$ cat config.mk
export PLATFORM = sky130hd
export DESIGN_NAME = can_frame_rx
export DESIGN_NICKNAME = d
export VERILOG_FILES = /design/src/rtl/can_rx_pkg.sv /design/src/rtl/can_bit_timer.sv /design/src/rtl/can_destuff.sv /design/src/rtl/can_field_parse.sv /design/src/rtl/can_frame_rx.sv
export SDC_FILE = /design/constraint.sdc
export NUM_CORES = 1
export LEC_CHECK = 0
export BUFFER_PORTS_ARGS = -buffer_cell sky130_fd_sc_hd__buf_4
export CAP_MARGIN = 5
export CORE_MARGIN = 4
export CORE_UTILIZATION = 45
export DETAILED_ROUTE_END_ITERATION = 7
export PLACE_DENSITY = 0.67
export SKIP_LAST_GASP = 1
export SLEW_MARGIN = 20
export SYNTH_ARGS = -nofsm -noshare
export SYNTH_HDL_FRONTEND = slang
export SYNTH_HIERARCHICAL = 1
export SYNTH_SLANG_ARGS = --single-unit
export TNS_END_PERCENT = 20
$ cat constraint.sdc
create_clock -name clk -period 8.65 [get_ports clk]
set_clock_uncertainty 0.15 [all_clocks]
set_input_delay 0.865 -clock clk [delete_from_list [all_inputs] [get_ports clk]]
set_output_delay 0.865 -clock clk [all_outputs]
set_load 0.005 [all_outputs]
$ cat src/rtl/can_rx_pkg.sv
package can_rx_pkg;
   typedef enum logic [2:0] {
      WARN_NONE  = 3'd0,
      WARN_SOF   = 3'd1,
      WARN_ID    = 3'd2,
      WARN_DLC   = 3'd3,
      WARN_CRCD  = 3'd4,
      WARN_ACKD  = 3'd5,
      WARN_EOF   = 3'd6
   } warn_e;

   localparam int ID_W  = 11;
   localparam int DLC_W = 4;
endpackage

$ cat src/rtl/can_bit_timer.sv
module can_bit_timer #(
   parameter int CNT_W = 16
) (
   input  logic             clk,
   input  logic             rst_n,
   input  logic             start,
   input  logic             run,
   input  logic [CNT_W-1:0] bit_len,
   input  logic [CNT_W-1:0] samp_ofs,
   output logic             tick
);
   logic [CNT_W-1:0] ph;

   // ph holds the cycle offset inside the current bit, counted from T0
   always_ff @(posedge clk or negedge rst_n) begin
      if (!rst_n)
         ph <= '0;
      else if (start)
         ph <= CNT_W'(1);
      else if (run)
         ph <= (ph == bit_len - CNT_W'(1)) ? '0 : ph + CNT_W'(1);
   end

   assign tick = run && (ph == samp_ofs);
endmodule

$ cat src/rtl/can_destuff.sv
module can_destuff #(
   parameter int RUN_LEN = 5
) (
   input  logic clk,
   input  logic rst_n,
   input  logic start,
   input  logic tick,
   input  logic rx,
   input  logic cnt_en,
   output logic bit_vld,
   output logic bit_o
);
   localparam int RUN_W = $clog2(RUN_LEN + 1);

   logic [RUN_W-1:0] run;
   logic             prev;
   logic             is_stuff;

   assign is_stuff = (run == RUN_W'(RUN_LEN));

   always_ff @(posedge clk or negedge rst_n) begin
      if (!rst_n) begin
         run  <= '0;
         prev <= 1'b1;
      end else if (start) begin
         run  <= '0;
         prev <= 1'b1;
      end else if (tick) begin
         if (is_stuff) begin
            run  <= RUN_W'(1);
            prev <= rx;
         end else if (cnt_en) begin
            run  <= (run != '0 && rx == prev) ? run + RUN_W'(1) : RUN_W'(1);
            prev <= rx;
         end else begin
            run <= '0;
         end
      end
   end

   assign bit_vld = tick && !is_stuff;
   assign bit_o   = rx;
endmodule

$ cat src/rtl/can_field_parse.sv
module can_field_parse
   import can_rx_pkg::*;
#(
   parameter int MAX_BYTES = 8
) (
   input  logic                   clk,
   input  logic                   rst_n,
   input  logic                   start,
   input  logic                   bit_vld,
   input  logic                   bit_i,
   output logic                   cnt_en,
   output logic                   frm_vld,
   output logic [ID_W-1:0]        frm_id,
   output logic                   frm_rtr,
   output logic [DLC_W-1:0]       frm_dlc,
   output logic [8*MAX_BYTES-1:0] frm_data,
   output logic                   frm_ack,
   output logic                   warn_vld,
   output logic [2:0]             warn_code
);
   localparam int DATA_W   = 8 * MAX_BYTES;
   localparam int LAST_MAX = 18 + DATA_W + 25;
   localparam int POS_W    = $clog2(LAST_MAX + 1);

   logic [POS_W-1:0] pos, last_p;
   logic             eof_bad;
   logic [ID_W-1:0]  id_nx;
   logic [DLC_W-1:0] dlc_nx;
   logic [POS_W-1:0] last_nx;
   logic             w_hit, eof_end;
   warn_e            w_code;

   assign id_nx  = {frm_id[ID_W-2:0], bit_i};
   assign dlc_nx = {frm_dlc[DLC_W-2:0], bit_i};
   assign last_nx = POS_W'(18) + ((dlc_nx > DLC_W'(MAX_BYTES)) ?
                    POS_W'(DATA_W) : POS_W'({dlc_nx, 3'b000}));
   assign cnt_en  = (pos <= last_p + POS_W'(15));
   assign eof_end = (pos == last_p + POS_W'(25));

   always_comb begin
      w_hit  = 1'b0;
      w_code = WARN_NONE;
      if (pos == '0 && bit_i) begin
         w_hit = 1'b1; w_code = WARN_SOF;
      end else if (pos == POS_W'(11) && (id_nx & 11'h7F0) == 11'h7F0) begin
         w_hit = 1'b1; w_code = WARN_ID;
      end else if (pos == POS_W'(18) && dlc_nx > DLC_W'(8)) begin
         w_hit = 1'b1; w_code = WARN_DLC;
      end else if (pos == last_p + POS_W'(16) && !bit_i) begin
         w_hit = 1'b1; w_code = WARN_CRCD;
      end else if (pos == last_p + POS_W'(18) && !bit_i) begin
         w_hit = 1'b1; w_code = WARN_ACKD;
      end else if (eof_end && (eof_bad || !bit_i)) begin
         w_hit = 1'b1; w_code = WARN_EOF;
      end
   end

   always_ff @(posedge clk or negedge rst_n) begin
      if (!rst_n) begin
         pos <= '0; last_p <= POS_W'(18); eof_bad <= 1'b0;
         frm_id <= '0; frm_rtr <= 1'b0; frm_dlc <= '0; frm_data <= '0;
         frm_ack <= 1'b0; frm_vld <= 1'b0; warn_vld <= 1'b0; warn_code <= '0;
      end else if (start) begin
         pos <= '0; last_p <= POS_W'(18); eof_bad <= 1'b0;
         frm_id <= '0; frm_rtr <= 1'b0; frm_dlc <= '0; frm_data <= '0;
         frm_ack <= 1'b0; frm_vld <= 1'b0; warn_vld <= 1'b0; warn_code <= '0;
      end else begin
         frm_vld  <= 1'b0;
         warn_vld <= 1'b0;
         if (bit_vld) begin
            pos       <= pos + POS_W'(1);
            warn_vld  <= w_hit;
            warn_code <= w_code;
            if (pos >= POS_W'(1) && pos <= POS_W'(11))
               frm_id <= id_nx;
            if (pos == POS_W'(12))
               frm_rtr <= bit_i;
            if (pos >= POS_W'(15) && pos <= POS_W'(18))
               frm_dlc <= dlc_nx;
            if (pos == POS_W'(18))
               last_p <= last_nx;
            if (pos >= POS_W'(19) && pos <= last_p)
               frm_data <= {frm_data[DATA_W-2:0], bit_i};
            if (pos == last_p + POS_W'(17))
               frm_ack <= !bit_i;
            if (pos >= last_p + POS_W'(19) && !bit_i)
               eof_bad <= 1'b1;
            if (eof_end)
               frm_vld <= 1'b1;
         end
      end
   end
endmodule

$ cat src/rtl/can_frame_rx.sv
module can_frame_rx
   import can_rx_pkg::*;
#(
   parameter int CNT_W     = 16,
   parameter int MAX_BYTES = 8,
   parameter int RUN_LEN   = 5
) (
   input  logic                   clk,
   input  logic                   rst_n,
   input  logic                   rx,
   input  logic [CNT_W-1:0]       bit_len,
   input  logic [CNT_W-1:0]       samp_ofs,
   output logic                   frm_vld,
   output logic [ID_W-1:0]        frm_id,
   output logic                   frm_rtr,
   output logic [DLC_W-1:0]       frm_dlc,
   output logic [8*MAX_BYTES-1:0] frm_data,
   output logic                   frm_ack,
   output logic                   warn_vld,
   output logic [2:0]             warn_code
);
   generate
      if (CNT_W < 2) begin : g_bad_cnt
         $error("CNT_W must be at least 2");
      end
      if (MAX_BYTES < 1 || MAX_BYTES > 8) begin : g_bad_bytes
         $error("MAX_BYTES must lie in 1..8");
      end
      if (RUN_LEN < 2) begin : g_bad_run
         $error("RUN_LEN must be at least 2");
      end
   endgenerate

   logic busy, start, tick, cnt_en, db_vld, db;

   assign start = !busy && !rx;

   always_ff @(posedge clk or negedge rst_n) begin
      if (!rst_n)       busy <= 1'b0;
      else if (start)   busy <= 1'b1;
      else if (frm_vld) busy <= 1'b0;
   end

   can_bit_timer #(.CNT_W(CNT_W)) u_timer (
      .clk(clk), .rst_n(rst_n), .start(start), .run(busy),
      .bit_len(bit_len), .samp_ofs(samp_ofs), .tick(tick)
   );

   can_destuff #(.RUN_LEN(RUN_LEN)) u_destuff (
      .clk(clk), .rst_n(rst_n), .start(start), .tick(tick), .rx(rx),
      .cnt_en(cnt_en), .bit_vld(db_vld), .bit_o(db)
   );

   can_field_parse #(.MAX_BYTES(MAX_BYTES)) u_parse (
      .clk(clk), .rst_n(rst_n), .start(start), .bit_vld(db_vld), .bit_i(db),
      .cnt_en(cnt_en), .frm_vld(frm_vld), .frm_id(frm_id), .frm_rtr(frm_rtr),
      .frm_dlc(frm_dlc), .frm_data(frm_data), .frm_ack(frm_ack),
      .warn_vld(warn_vld), .warn_code(warn_code)
   );
endmodule

### Word level (Yosys, flattened, before mapping)

Index checks and enable logic that the tools add are counted.

* output and inout bits: 86
* word-level logic and storage cells: 144
* register bits: 122

* equality and inequality tests: 12
* order comparisons: 9
* multiplexer cells: 57
* add/sub/neg operators: 11
* reductions and logical operators: 40

Operator list (count)
* 64-bit 2-to-1 mux: 3
* 16-bit 2-to-1 mux: 3
* 7-bit 2-to-1 mux: 6
* 3-bit 2-to-1 mux: 13
* 7-bit by 5-bit adder with 7-bit output (second input constant): 5
* 11-bit 2-to-1 mux: 3
* 16-bit equality test: 2
* 7-bit equality test: 4
* 1-bit 2-to-1 mux: 26
* 2-bit nonzero test: 11
* 16-bit by 1-bit adder with 16-bit output (second input constant): 1
* 2-bit AND reduction: 8
* 16-bit by 1-bit subtractor with 16-bit output (second input constant): 1
* 7-bit by 4-bit equality test with 1-bit output (second input constant): 2
* 7-bit less-or-equal comparator: 2
* 1-bit logical AND: 14
* 4-bit 2-to-1 mux: 3
* 5-bit by 7-bit adder with 7-bit output (first input constant): 1
* 7-bit by 1-bit adder with 7-bit output (second input constant): 1
* 7-bit by 4-bit adder with 7-bit output (second input constant): 1
* 7-bit by 5-bit equality test with 1-bit output (second input constant): 1
* 7-bit equality test (second input constant): 1
* 7-bit by 1-bit >= comparator with 1-bit output (second input constant): 1
* 7-bit by 4-bit >= comparator with 1-bit output (second input constant): 1
* other kinds (12): 15

### Logic depth before layout (Yosys ltp)

Gate-level depths: netlist of run 1.

* word-level depth: 11
* depth in mapped cells: 13
* mapped depth without buffers: 11

### Cells and area by module

Netlist of run 1, hierarchy kept.

Modules (own cells, without submodules)
* can_field_parse: times used 1, area an instance 4683.2 um^2, cells each 416, seq. area each 2453.6 um^2
* can_bit_timer: times used 1, area an instance 1514.0 um^2, cells each 190, seq. area each 400.4 um^2
* can_destuff: times used 1, area an instance 295.3 um^2, cells each 33, seq. area each 101.3 um^2
* can_frame_rx: times used 1, area an instance 38.8 um^2, cells each 3, seq. area each 25.0 um^2

### Least setup slack after synthesis of run 1

Ideal clock, no wire load.

* path kind: input to register
* start: input bit_len[0]
* end: register u_timer.ph[10]
* slack: 5.103 ns
* data required time: 8.365 ns
* stages on the path: 9
* setup time: 0.135 ns
* arrival time: 3.262 ns
* path through: inv_1 > ha_1 > or4b_1 > o41a_1 > or3_1 > or4_1 > buf_2 > o31ai_4 > nor2_1

* word-level cells in the longest chain between the ends: 5

RTL lines
* from (decl): line can_frame_rx.sv:11 `input logic [CNT_W-1:0] bit_len,`
* 16-bit by 1-bit subtractor with 16-bit output: line can_bit_timer.sv:21 `ph <= (ph == bit_len - CNT_W'(1)) ? '0 : ph + CNT_W'(1);`
* 16-bit equality test: line can_bit_timer.sv:21
* 16-bit 2-to-1 mux: line can_bit_timer.sv:21
* 16-bit 2-to-1 mux: line can_bit_timer.sv:20 `else if (run)`
* 16-bit 2-to-1 mux: line can_bit_timer.sv:18 `else if (start)`
* to (signal assigned): line can_bit_timer.sv:21
* to (decl): line can_bit_timer.sv:12 `logic [CNT_W-1:0] ph;`

No other way between the ends. The select of a mux whose other input is x is not followed.
A chain may end at the register's enable or synchronous reset.

### Final worst setup path of run 1

* start: input samp_ofs[13]
* end: register u_parse.frm_data[55]

* word-level cells in the longest chain between the ends: 5

RTL lines
* from (decl): line can_frame_rx.sv:12 `input logic [CNT_W-1:0] samp_ofs,`
* 16-bit equality test: line can_bit_timer.sv:24 `assign tick = run && (ph == samp_ofs);`
* 1-bit logical AND: line can_bit_timer.sv:24
* named net tick: line can_frame_rx.sv:34 `logic busy, start, tick, cnt_en, db_vld, db;`
* 1-bit logical AND: line can_destuff.sv:41 `assign bit_vld = tick && !is_stuff;`
* named net db_vld: line can_frame_rx.sv:34
* 2-bit nonzero test (no source line)
* 2-bit AND reduction (no source line)
* to (signal assigned): line can_field_parse.sv:83 `frm_data <= {frm_data[DATA_W-2:0], bit_i};`
* to (decl): line can_field_parse.sv:16 `output logic [8*MAX_BYTES-1:0] frm_data,`

The timed path passes the listed nets, and every way through them passes these cells.

==> impl_metrics.py, run 1 <==
metrics = {
    "timing": {
        "worst_pin_slew_ns": 1.05,
        "whs_ns": 0.251,
        "hold_violations": 0,
        "relSlewSlack_pct": 29.9,
        "clock.fmax_mhz": 228,
        "setup_viol": 0,
        "rsz0062_at_grt": "no",
        "fin_tns_setup_ns": 0,
        "drv_slew": 0,
        "fin_crit_sh_pct": 50.7,
        "post-route-min-period_ns": 4.38,
    },
    "setup_path": {
        "slowest_stage": "buf_4",
        "crit_top_cell": "buf_4",
        "crit_path_cell_trace": "buf_4 > xor2_1 > nor4_1 > nand4_1 > nor3_1 > nand2_1 > inv_1 > o311ai_0 > a211oi_4 > buf_4 > mux2i_1 > nor2_1",
        "required_ns": 8.77,
        "cp.buffers_inverters": 3,
        "cp_max_fo": 64,
        "crit_type": "in -> reg",
        "end_kind": "register",
        "critPathArrivalTime_ns": 4.50,
        "cp-start-kind": "input pin",
        "critPathTopFamily": "buffers and inverters",
        "critPathMaxStageDelay_ns": 0.80,
    },
    "status": {
        "outcome": "complete, no violations",
    },
    "logic_synthesis": {
        "synth-main-ff-cell": "dfrtp_1",
        "synth_simple_gate_area_share_pct": 16.7,
        "ys_top_cells_by_count": "nor2_1 (123), dfrtp_1 (117), mux2i_1 (85), xor2_1 (31), xnor2_1 (29)",
        "yosysWarningCount": 6,
        "synth.most_common_cell": "nor2_1",
        "synth_mux_area_share_pct": 13.0,
        "synth_compound_area_share_pct": 7.47,
        "synth_top_area_cell": "dfrtp_1",
        "synth_edf_count": 0,
        "ys_top_cells_by_area": "dfrtp_1 (45%), mux2i_1 (13%), nor2_1 (7.1%), xor2_1 (4.2%), xnor2_1 (3.9%)",
        "synth_top_area_share_pct": 44.8,
        "synth_fa_ha_area_share_pct": 3.83,
        "synth_top_family_by_area": "simple AND/OR/NAND/NOR gates",
        "syn_inst": 642,
        "syn_nets": 697,
        "netlist_area_mm2": 0.00653,
        "synth.avg_cell_area_um2": 10.2,
        "synth-seq-cells": 119,
        "synth-xor-area-share_pct": 8.05,
        "seq_area_frac_synth_pct": 45.6,
        "synthArstFlopShare_pct": 100,
        "yosysUniqueCellTypes": 63,
    },
    "power_and_ir_drop": {
        "peakVddDrop_v": 0.000161,
        "p_seq_share_pct": 40.8,
        "p_sw_share_pct": 25.0,
        "powerDensity_mw_per_mm2": 193,
        "clock_power_share_pct": 48.4,
        "p_sw_uw": 390,
        "p_leak_uw": 0.00390,
        "combPwrFrac_pct": 10.9,
        "p_int_uw": 1170,
    },
    "die": {
        "rows": 43,
        "die_w_um": 128,
        "dieArea_mm2": 0.0165,
        "die_y_um": 128,
        "core-area_mm2": 0.0140,
        "initial_utilization_pct": 46.5,
        "ios": 121,
    },
    "global_routing": {
        "grt_pass1_wl_mm": 24.8,
        "track_usage_pct": 18.7,
        "grt_max_degree": 86,
        "grt_pass1_vias": 5051,
        "grt_overflow": 0,
        "antenna_found_initial": 0,
    },
    "detailed_routing": {
        "first_pass_iters": 6,
        "viasPerCell": 5.41,
        "drc": 0,
        "drtIter0Drc": 348,
        "drt-total-wl_mm": 15.1,
        "antenna_left": 0,
        "num_vias": 5079,
        "avgRoutedWirePerCell_um": 16.1,
    },
    "worst_hold_path": {
        "hold_path.class": "in -> async",
    },
    "clocking": {
        "cts_setup_buffers": 0,
        "clockBufferDepth": 2,
        "ctsResizeCount": 0,
        "cts_hold_buffers": 0,
        "clock_latency_ns": 0.41,
        "root_buffer": "clkbuf_16",
        "h-tree-depth": 4,
        "clk_pin_slew_ns": 0.06,
        "cts_buffers": 17,
        "clock-sinks": 119,
        "cts_tree": "built",
    },
    "place": {
        "dp_hpwl_mm": 10.5,
        "place_congestion": 0.861,
        "dpl_cell_area_mm2": 0.00743,
        "dp_cells": 907,
        "portBuffers": 120,
    },
    "layout": {
        "drive_gt1_share_pct": 21.9,
        "final_nets": 801,
        "layout.cells.non_filler": 939,
        "design_area_mm2": 0.00807,
        "fin_util_pct": 57.5,
        "area_growth_pct": 23.6,
        "diodes": 0,
    },
    "job": {
        "drv_cap": 0,
    },
}
==> layout make-up <==
type / instances / area [um2]
Tap cell: 180 / 225
Multi-Input combinational cell: 464 / 3220
Fill cell: 1212 / 5970
Inverter: 21 / 81.3
Timing Repair Buffer: 123 / 927
Clock buffer: 21 / 470
Clock inverter: 11 / 168
Sequential cell: 119 / 2980
==> per-layer routing <==
| metal | GRT usage (%) | wire length, um |
|---|---|---|
| met5 | 0 | 0 |
| met4 | 5.68 | 157 |
| met3 | 5.56 | 1080 |
| met2 | 29.4 | 7170 |
| met1 | 25.0 | 6740 |
==> power by group through the flow <==
| stage | registers (uW) | logic [uW] | clock network (uW) |
|---|---|---|---|
| global route | 640 | 192 | 797 |
| global placement | 643 | 163 | 0 |
| floorplan | 606 | 148 | 0 |
| CTS | 634 | 170 | 768 |
| finish | 636 | 170 | 754 |
| detailed placement | 644 | 169 | 0 |
==> worst register-to-register path: stages (launching register included) <==
cell and delay (ns):
dfrtp_1 0.49, xor2_1 0.21, nor4_1 0.30, nand4_1 0.16
nor3_1 0.49, nand2_1 0.15, inv_1 0.46, o311ai_0 0.35
a211oi_4 0.23, buf_4 0.80, mux2i_1 0.39, nor2_1 0.06
==> cell usage in the layout (no fill, tap or decap), types with 2 or more instances in the layout <==
master and n:
inv_6 2, mux2i_1 85, or3_1 8, o2111ai_1 2
or2_2 2, nor4b_1 2, clkinvlp_4 2, a311oi_1 2
clkinv_2 3, clkbuf_8 3, a21oi_1 13, dfstp_2 2
dfrtp_1 117, a32o_1 3, o21ai_0 12, clkbuf_16 17
ha_1 20, nor3_1 12, nor3b_1 3, a31oi_1 3
xor2_1 31, xnor2_1 29, nand2b_1 3, bufinv_16 4
o21a_1 2, o311ai_0 2, nand4b_1 2, or4_1 3
nand4_1 17, buf_4 122, nor2b_1 7, nor2_1 122
o31ai_1 2, nand2_1 28, o211ai_1 7, inv_1 19
o31a_1 4, nand3_1 8, nor4_1 6
==> registers in the layout (all words and copies together), names as in the netlist, 3 cells and up <==
register           count
u_parse/warn_code      3
u_timer/ph            16
u_parse/frm_data      64
u_parse/frm_dlc        4
u_destuff/run          3
u_parse/pos            7
u_parse/last_p         4
u_parse/frm_id        11
==> path summary, 6_finish.rpt <==
kind	from	to	slack (ns)	depth (start not counted)
max in group asynchronous	rst_n	u_parse/frm_data[43]	7.01	2
hold reg to reg	u_parse/frm_vld	busy	0.31	1
min in group clk	u_parse/frm_vld	busy	0.31	1
setup reg to reg	u_timer/ph[2]	u_parse/frm_data[55]	4.28	11
hold / removal	rst_n	u_parse/frm_data[13]	0.25	1
setup / recovery	samp_ofs[13]	u_parse/frm_data[55]	4.27	12
==> per-stage QoR <==
stage | setup slack [ns] | power, uW
2_1_floorplan | 5.10 | 755
4_1_cts | 4.34 | 1570
5_1_grt | 3.92 | 1630
6_report | 4.27 | 1560
3_5_place_dp | 3.92 | 813
3_3_place_gp | 4.05 | 806
==> cell families (layout without fill, tap and decap cells) <==
logic type      count (synthesis)  after routing
mux                            85             85
xor+xnor                       60             60
fa+ha+maj                      20             20
simple gates                  232            232
buf+inv                        59            176
flops                         119            119
compound gates                 67             67
Power figures use the tool's default switching activity.
==> inputs of run 2 (changes only) <==
==> constraint.sdc (replaced) <==
create_clock -name clk -period 4.05 [get_ports clk]
set_clock_uncertainty 0.15 [all_clocks]
set_input_delay 0.405 -clock clk [delete_from_list [all_inputs] [get_ports clk]]
set_output_delay 0.405 -clock clk [all_outputs]
set_load 0.005 [all_outputs]
==> run 2 against run 1 <==
Compared with the run above: cell area up 1.1%; sequential power grew 110%; flip-flop and latch count unchanged; total power rose by 110%; sequential share of layout area fell by 0.40 points; critical endpoint is now u_parse/frm_data[28]; largest cell class unchanged.
==> impl_metrics.py, run 2 (synthesis gave the netlist of run 1 again) <==
metrics = {
    "status": {
        "outcome": "complete, no violations",
    },
    "layout": {
        "final_nets": 809,
        "largest_reg_flops": 64,
        "n_fill_cell": 1169,
        "area_growth_pct": 24.9,
        "diodes": 0,
        "multi_input_area_mm2": 0.00322,
        "mostFrequentLayoutCells": "buf_4 (125), nor2_1 (122), dfrtp_1 (117), mux2i_1 (85), xor2_1 (31)",
        "drive_gt1_share_pct": 22.1,
        "seqCellArea_mm2": 0.00298,
        "top_regs": "u_parse/frm_data (64), u_timer/ph (16), u_parse/frm_id (11)",
        "fin_util_pct": 58.1,
        "layout_commonest_cell": "buf_4",
        "regMostFlops": "u_parse/frm_data",
        "design_area_mm2": 0.00816,
    },
    "timing": {
        "relSlewSlack_pct": 44.1,
        "worst_pin_slew_ns": 0.839,
        "fin_crit_sh_pct": 82.6,
        "post-route-min-period_ns": 3.35,
        "rsz0062_at_grt": "no",
        "clock.fmax_mhz": 299,
        "hold_violations": 0,
        "drv_slew": 0,
        "setup_viol": 0,
        "fin_tns_setup_ns": 0,
    },
    "die": {
        "initial_utilization_pct": 46.5,
        "die_w_um": 128,
        "die_y_um": 128,
        "core-area_mm2": 0.0140,
        "ios": 121,
        "dieArea_mm2": 0.0165,
        "rows": 43,
    },
    "detailed_routing": {
        "viasPerCell": 5.37,
        "antenna_left": 0,
        "num_vias": 5078,
        "drtIter0Drc": 365,
        "first_pass_iters": 4,
        "avgRoutedWirePerCell_um": 16.8,
        "drt-total-wl_mm": 15.8,
        "drc": 0,
    },
    "power_and_ir_drop": {
        "clock_power_share_pct": 47.6,
        "p_leak_uw": 0.00394,
        "p_total_uw": 3290,
        "p_sw_uw": 811,
        "powerDensity_mw_per_mm2": 403,
        "peakVddDrop_v": 0.000288,
        "p_int_uw": 2480,
        "combPwrFrac_pct": 11.0,
        "p_sw_share_pct": 24.7,
        "p_seq_share_pct": 41.4,
    },
    "setup_path": {
        "cp_max_fo": 26,
        "critPathArrivalTime_ns": 3.49,
        "crit_type": "reg -> reg",
        "cp.buffers_inverters": 3,
        "rrSetupSlack_ns": 0.70,
        "slowest_stage": "a211oi_4",
        "r2r_start": "u_timer/ph[2]",
        "crit_path_cell_trace": "xor2_1 > nor4_1 > nand4_1 > nor3_1 > buf_4 > nand2_1 > inv_1 > o311ai_0 > a211oi_4 > buf_12 > mux2i_1 > nor2_1",
        "cp-start-kind": "register",
        "critPathMaxStageDelay_ns": 0.51,
        "regToRegEndpoint": "u_parse/frm_data[28]",
        "end_kind": "register",
        "critPathTopFamily": "simple AND/OR/NAND/NOR gates",
        "r2r_cells": 12,
        "required_ns": 4.19,
    },
    "worst_hold_path": {
        "hold_depth": 2,
        "hold_end": "busy",
        "hold_path.class": "in -> reg",
        "hp-start": "rx",
    },
    "clocking": {
        "cts_tree": "built",
        "clk_pin_slew_ns": 0.05,
        "clockBufferDepth": 2,
        "clock_latency_ns": 0.41,
        "clock-sinks": 119,
        "h-tree-depth": 4,
        "ctsResizeCount": 0,
        "root_buffer": "clkbuf_16",
        "cts_buffers": 17,
        "cts_setup_buffers": 0,
        "cts_hold_buffers": 0,
    },
    "job": {
        "drv_cap": 0,
    },
    "global_routing": {
        "grt_pass1_vias": 5156,
        "track_usage_pct": 19.7,
        "grt_pass1_wl_mm": 26.1,
        "antenna_found_initial": 0,
        "grt_overflow": 0,
        "grt_max_degree": 80,
    },
    "place": {
        "place_congestion": 0.913,
        "dp_hpwl_mm": 11.2,
        "portBuffers": 120,
        "dpl_cell_area_mm2": 0.00753,
    },
}
## run 2: cell type report
type | instances | area share, %
Tap cell | 180 | 2.76
Clock buffer | 23 | 5.74
Inverter | 21 | 0.997
Sequential cell | 119 | 36.5
Timing Repair Buffer | 131 | 12.7
Multi-Input combinational cell | 464 | 39.4
Clock inverter | 8 | 1.79
## run 2: worst max-delay path by stage
stage,startpoint,end,cells past startpoint
after floorplan,bit_len[0],u_timer/ph[10],9
after global routing,u_timer/ph[2],u_parse/frm_data[28],12
after CTS,u_timer/ph[2],u_parse/frm_data[28],12
after global placement,bit_len[0],u_timer/ph[12],9
after detailed placement,bit_len[1],u_timer/ph[8],8
final,u_timer/ph[2],u_parse/frm_data[28],12
## run 2: power by group through the flow
stage / clock [uW] / combinational (uW) / sequential [uW]
finish: 1560 / 363 / 1360
global route: 1660 / 411 / 1370
CTS: 1600 / 364 / 1360
detailed placement: 0 / 360 / 1380
global placement: 0 / 349 / 1380
floorplan: 0 / 317 / 1300
## run 2: through the flow
stage / hold slack, ns / instances / worst slack (ns)
final: 0.224 / 946 / 0.703
after global routing: 0.227 / 946 / 0.444
after CTS: 0.0496 / 945 / 0.699
after detailed placement: 0.312 / 914 / 0.529
after global placement: 0.286 / 914 / 0.620
after floorplan: -0.0406 / 642 / 0.963
## run 2: metal layers
metal,track usage [%],share of wire (%),up-vias
li1,-,-,2447
met1,26.2,45,2461
met2,30.7,47,148
met3,6.23,6.9,22
met4,6.24,1.6,0
met5,0,0,-
==> inputs of run 3 (changes only) <==
--- a/config.mk
+++ b/config.mk
@@ -5,12 +5,13 @@
 export SDC_FILE = /design/constraint.sdc
 export NUM_CORES = 1
 export LEC_CHECK = 0
+export ABC_AREA = 1
 export BUFFER_PORTS_ARGS = -buffer_cell sky130_fd_sc_hd__buf_4
 export CAP_MARGIN = 5
 export CORE_MARGIN = 4
 export CORE_UTILIZATION = 45
 export DETAILED_ROUTE_END_ITERATION = 7
-export PLACE_DENSITY = 0.67
+export PLACE_DENSITY = 0.66
 export SKIP_LAST_GASP = 1
 export SLEW_MARGIN = 20
 export SYNTH_ARGS = -nofsm -noshare
==> constraint.sdc (replaced) <==
create_clock -name clk -period 3.21 [get_ports clk]
set_clock_uncertainty 0.15 [all_clocks]
set_input_delay 0.321 -clock clk [delete_from_list [all_inputs] [get_ports clk]]
set_output_delay 0.321 -clock clk [all_outputs]
set_load 0.005 [all_outputs]
==> run 3 against run 2 <==
Compared with the run above: cell area increased by 11%; synthesized cell count grew 60%; synthesized area grew 11%; setup slack got worse by 0.38 ns; first-iteration DRC count increased by 8.5%; total power is 22% higher; cell count is 46% higher; maximum frequency is 16% higher; die area up 11%; sequential share of layout area is 3.6 points lower; critical path type unchanged; critical endpoint is now u_parse/frm_data[15].
==> impl_metrics.py, run 3 <==
metrics = {
    "status": {
        "outcome": "complete, no violations",
    },
    "logic_synthesis": {
        "netlist_area_mm2": 0.00727,
        "yosysUniqueCellTypes": 39,
        "ys_top_cells_by_count": "nand2_1 (271), nor2_1 (172), inv_1 (155), dfrtp_1 (117), nand3_1 (46)",
        "synth_top_area_cell": "dfrtp_1",
        "syn_nets": 1083,
        "seq_area_frac_synth_pct": 41.0,
        "synth_edf_count": 0,
        "synth-main-ff-cell": "dfrtp_1",
        "synth-seq-cells": 119,
        "synth.most_common_cell": "nand2_1",
        "synthArstFlopShare_pct": 100,
        "synth_top_area_share_pct": 40.3,
        "yosysWarningCount": 6,
        "syn_inst": 1028,
        "synth.avg_cell_area_um2": 7.07,
        "ys_top_cells_by_area": "dfrtp_1 (40%), nand2_1 (14%), nor2_1 (8.9%), inv_1 (8.0%), ha_1 (3.4%)",
    },
    "timing": {
        "post-route-min-period_ns": 2.89,
        "hold_violations": 0,
        "fin_crit_sh_pct": 89.9,
        "rsz0062_at_grt": "no",
        "fin_tns_setup_ns": 0,
        "drv_slew": 0,
        "setup_viol": 0,
        "clock.fmax_mhz": 346,
        "fin_ws_ns": 0.324,
        "worst_pin_slew_ns": 0.668,
        "relSlewSlack_pct": 55.4,
    },
    "global_routing": {
        "grt_max_degree": 128,
        "track_usage_pct": 20.9,
        "grt_overflow": 0,
        "grt_pass1_vias": 6223,
        "antenna_found_initial": 0,
        "grt_pass1_wl_mm": 30.6,
    },
    "setup_path": {
        "cp.buffers_inverters": 5,
        "critPathMaxStageDelay_ns": 0.39,
        "critPathTopFamily": "simple AND/OR/NAND/NOR gates",
        "required_ns": 3.40,
        "crit_path_cell_trace": "inv_1 > nand2_1 > o21ai_0 > nor4_1 > nand4_1 > nor2_1 > inv_1 > a21oi_1 > inv_1 > a21oi_2 > nand3_4 > buf_12 > nand2_1 > inv_1 > nor2_1",
        "cp_max_fo": 127,
        "critPathArrivalTime_ns": 3.08,
        "crit_type": "reg -> reg",
        "cp-start-kind": "register",
        "crit_top_cell": "inv_1",
        "slowest_stage": "dfrtp_1",
        "rrSetupSlack_ns": 0.32,
        "end_kind": "register",
    },
    "detailed_routing": {
        "drtIter0Drc": 396,
        "first_pass_iters": 5,
        "drc": 0,
        "avgRoutedWirePerCell_um": 13.2,
        "viasPerCell": 4.80,
        "antenna_left": 0,
        "drt-total-wl_mm": 18.3,
        "num_vias": 6628,
    },
    "die": {
        "core-area_mm2": 0.0159,
        "dieArea_mm2": 0.0183,
        "die_y_um": 135,
        "die_w_um": 135,
        "rows": 46,
        "initial_utilization_pct": 45.8,
        "ios": 121,
    },
    "layout": {
        "layout.cells.non_filler": 1382,
        "largest_reg_flops": 64,
        "diodes": 0,
        "fin_util_pct": 56.9,
        "drive_gt1_share_pct": 18.9,
        "seqCellArea_mm2": 0.00298,
        "final_nets": 1208,
        "top_regs": "u_parse/frm_data (64), u_timer/ph (16), u_parse/frm_id (11)",
        "design_area_mm2": 0.00904,
        "area_growth_pct": 24.4,
        "mostFrequentLayoutCells": "nand2_1 (271), nor2_1 (172), inv_1 (155), buf_4 (135), dfrtp_1 (117)",
        "layout_commonest_cell": "nand2_1",
        "multi_input_area_mm2": 0.00352,
        "n_fill_cell": 1547,
        "regMostFlops": "u_parse/frm_data",
    },
    "clocking": {
        "clockBufferDepth": 2,
        "clock_latency_ns": 0.41,
        "root_buffer": "clkbuf_16",
        "cts_hold_buffers": 1,
        "h-tree-depth": 4,
        "ctsResizeCount": 0,
        "cts_tree": "built",
        "clock-sinks": 119,
        "clk_pin_slew_ns": 0.06,
        "cts_buffers": 17,
        "cts_setup_buffers": 0,
    },
    "power_and_ir_drop": {
        "peakVddDrop_v": 0.000259,
        "p_leak_uw": 0.00504,
        "powerDensity_mw_per_mm2": 445,
    },
    "place": {
        "dp_slack_ns": 0.447,
        "place_congestion": 0.896,
        "dp_cells": 1349,
        "dp_hpwl_mm": 13.3,
        "dpl_cell_area_mm2": 0.00842,
        "portBuffers": 120,
    },
    "worst_hold_path": {
        "hold_path.class": "in -> reg",
    },
    "job": {
        "drv_cap": 0,
    },
}
run 3: changes by cell type after synthesis, moves of 11 or more:
| cell | previous run | this run |
|---|---|---|
| mux2i_1 | 85 | 0 |
| xnor2_1 | 29 | 9 |
| nand3_2 | 0 | 11 |
| xor2_1 | 31 | 20 |
| nand3_1 | 8 | 46 |
| nand2_2 | 1 | 19 |
| a21oi_1 | 13 | 26 |
| nand2_1 | 28 | 271 |
| inv_1 | 19 | 155 |
| o21ai_1 | 1 | 30 |
| nor2_1 | 123 | 172 |
| o21ai_0 | 12 | 36 |
run 3: cell families after synthesis:
family | after synthesis | share of synthesized area, %
flops | 119 | 41.0
simple gates | 559 | 33.2
buf+inv | 191 | 10.6
compound gates | 110 | 8.26
xor+xnor | 29 | 3.49
fa+ha+maj | 20 | 3.44
run 3: layout make-up:
type / count / area share [%]
Clock inverter: 11 / 1.62
Sequential cell: 119 / 33.0
Timing Repair Buffer: 138 / 11.8
Tap cell: 216 / 2.99
Inverter: 159 / 6.60
Multi-Input combinational cell: 718 / 38.9
Clock buffer: 21 / 5.20
run 3: through the flow:
stage,hold WS (ns),power [uW]
global route,0.123,4220
CTS,0.108,4080
floorplan,-0.125,1910
global placement,0.317,2070
finish,0.123,4030
detailed placement,0.316,2080
run 3: metal layers:
| layer | GRT usage (%) | vias to the layer above | share of wire, % | routed length, um |
|---|---|---|---|---|
| li1 | - | 3447 | - | - |
| met1 | 29.0 | 2993 | 47 | 8590 |
| met2 | 32.2 | 167 | 45 | 8260 |
| met3 | 5.77 | 21 | 6.3 | 1150 |
| met4 | 6.38 | 0 | 1.5 | 270 |
| met5 | 0 | - | 0 | 0 |
run 3: worst reg2reg max path: cells and delay by family (launching register included):
kind / cells / cell delay, ns
AO/OA/AOI/OAI: 3 / 0.50
flip-flops: 1 / 0.39
buffers and inverters: 5 / 0.65
AND/OR/NAND/NOR: 7 / 1.11
run 3: path summary, 6_finish.rpt:
kind	start	to	cells after the start
setup reg to reg	u_timer/ph[4]	u_parse/frm_data[15]	15
hold / removal	rx	busy	4
setup / recovery	u_timer/ph[4]	u_parse/frm_data[15]	15
hold reg to reg	u_parse/warn_code[2]	u_parse/warn_code[2]	2
max in group asynchronous	rst_n	u_timer/ph[15]	3
min in group asynchronous	rst_n	u_parse/warn_code[2]	3
run 3: report_power, final:
group	internal, uW	switching, uW
registers	1540	35.3
clock network	1280	693
logic	194	285
total	3010	1010
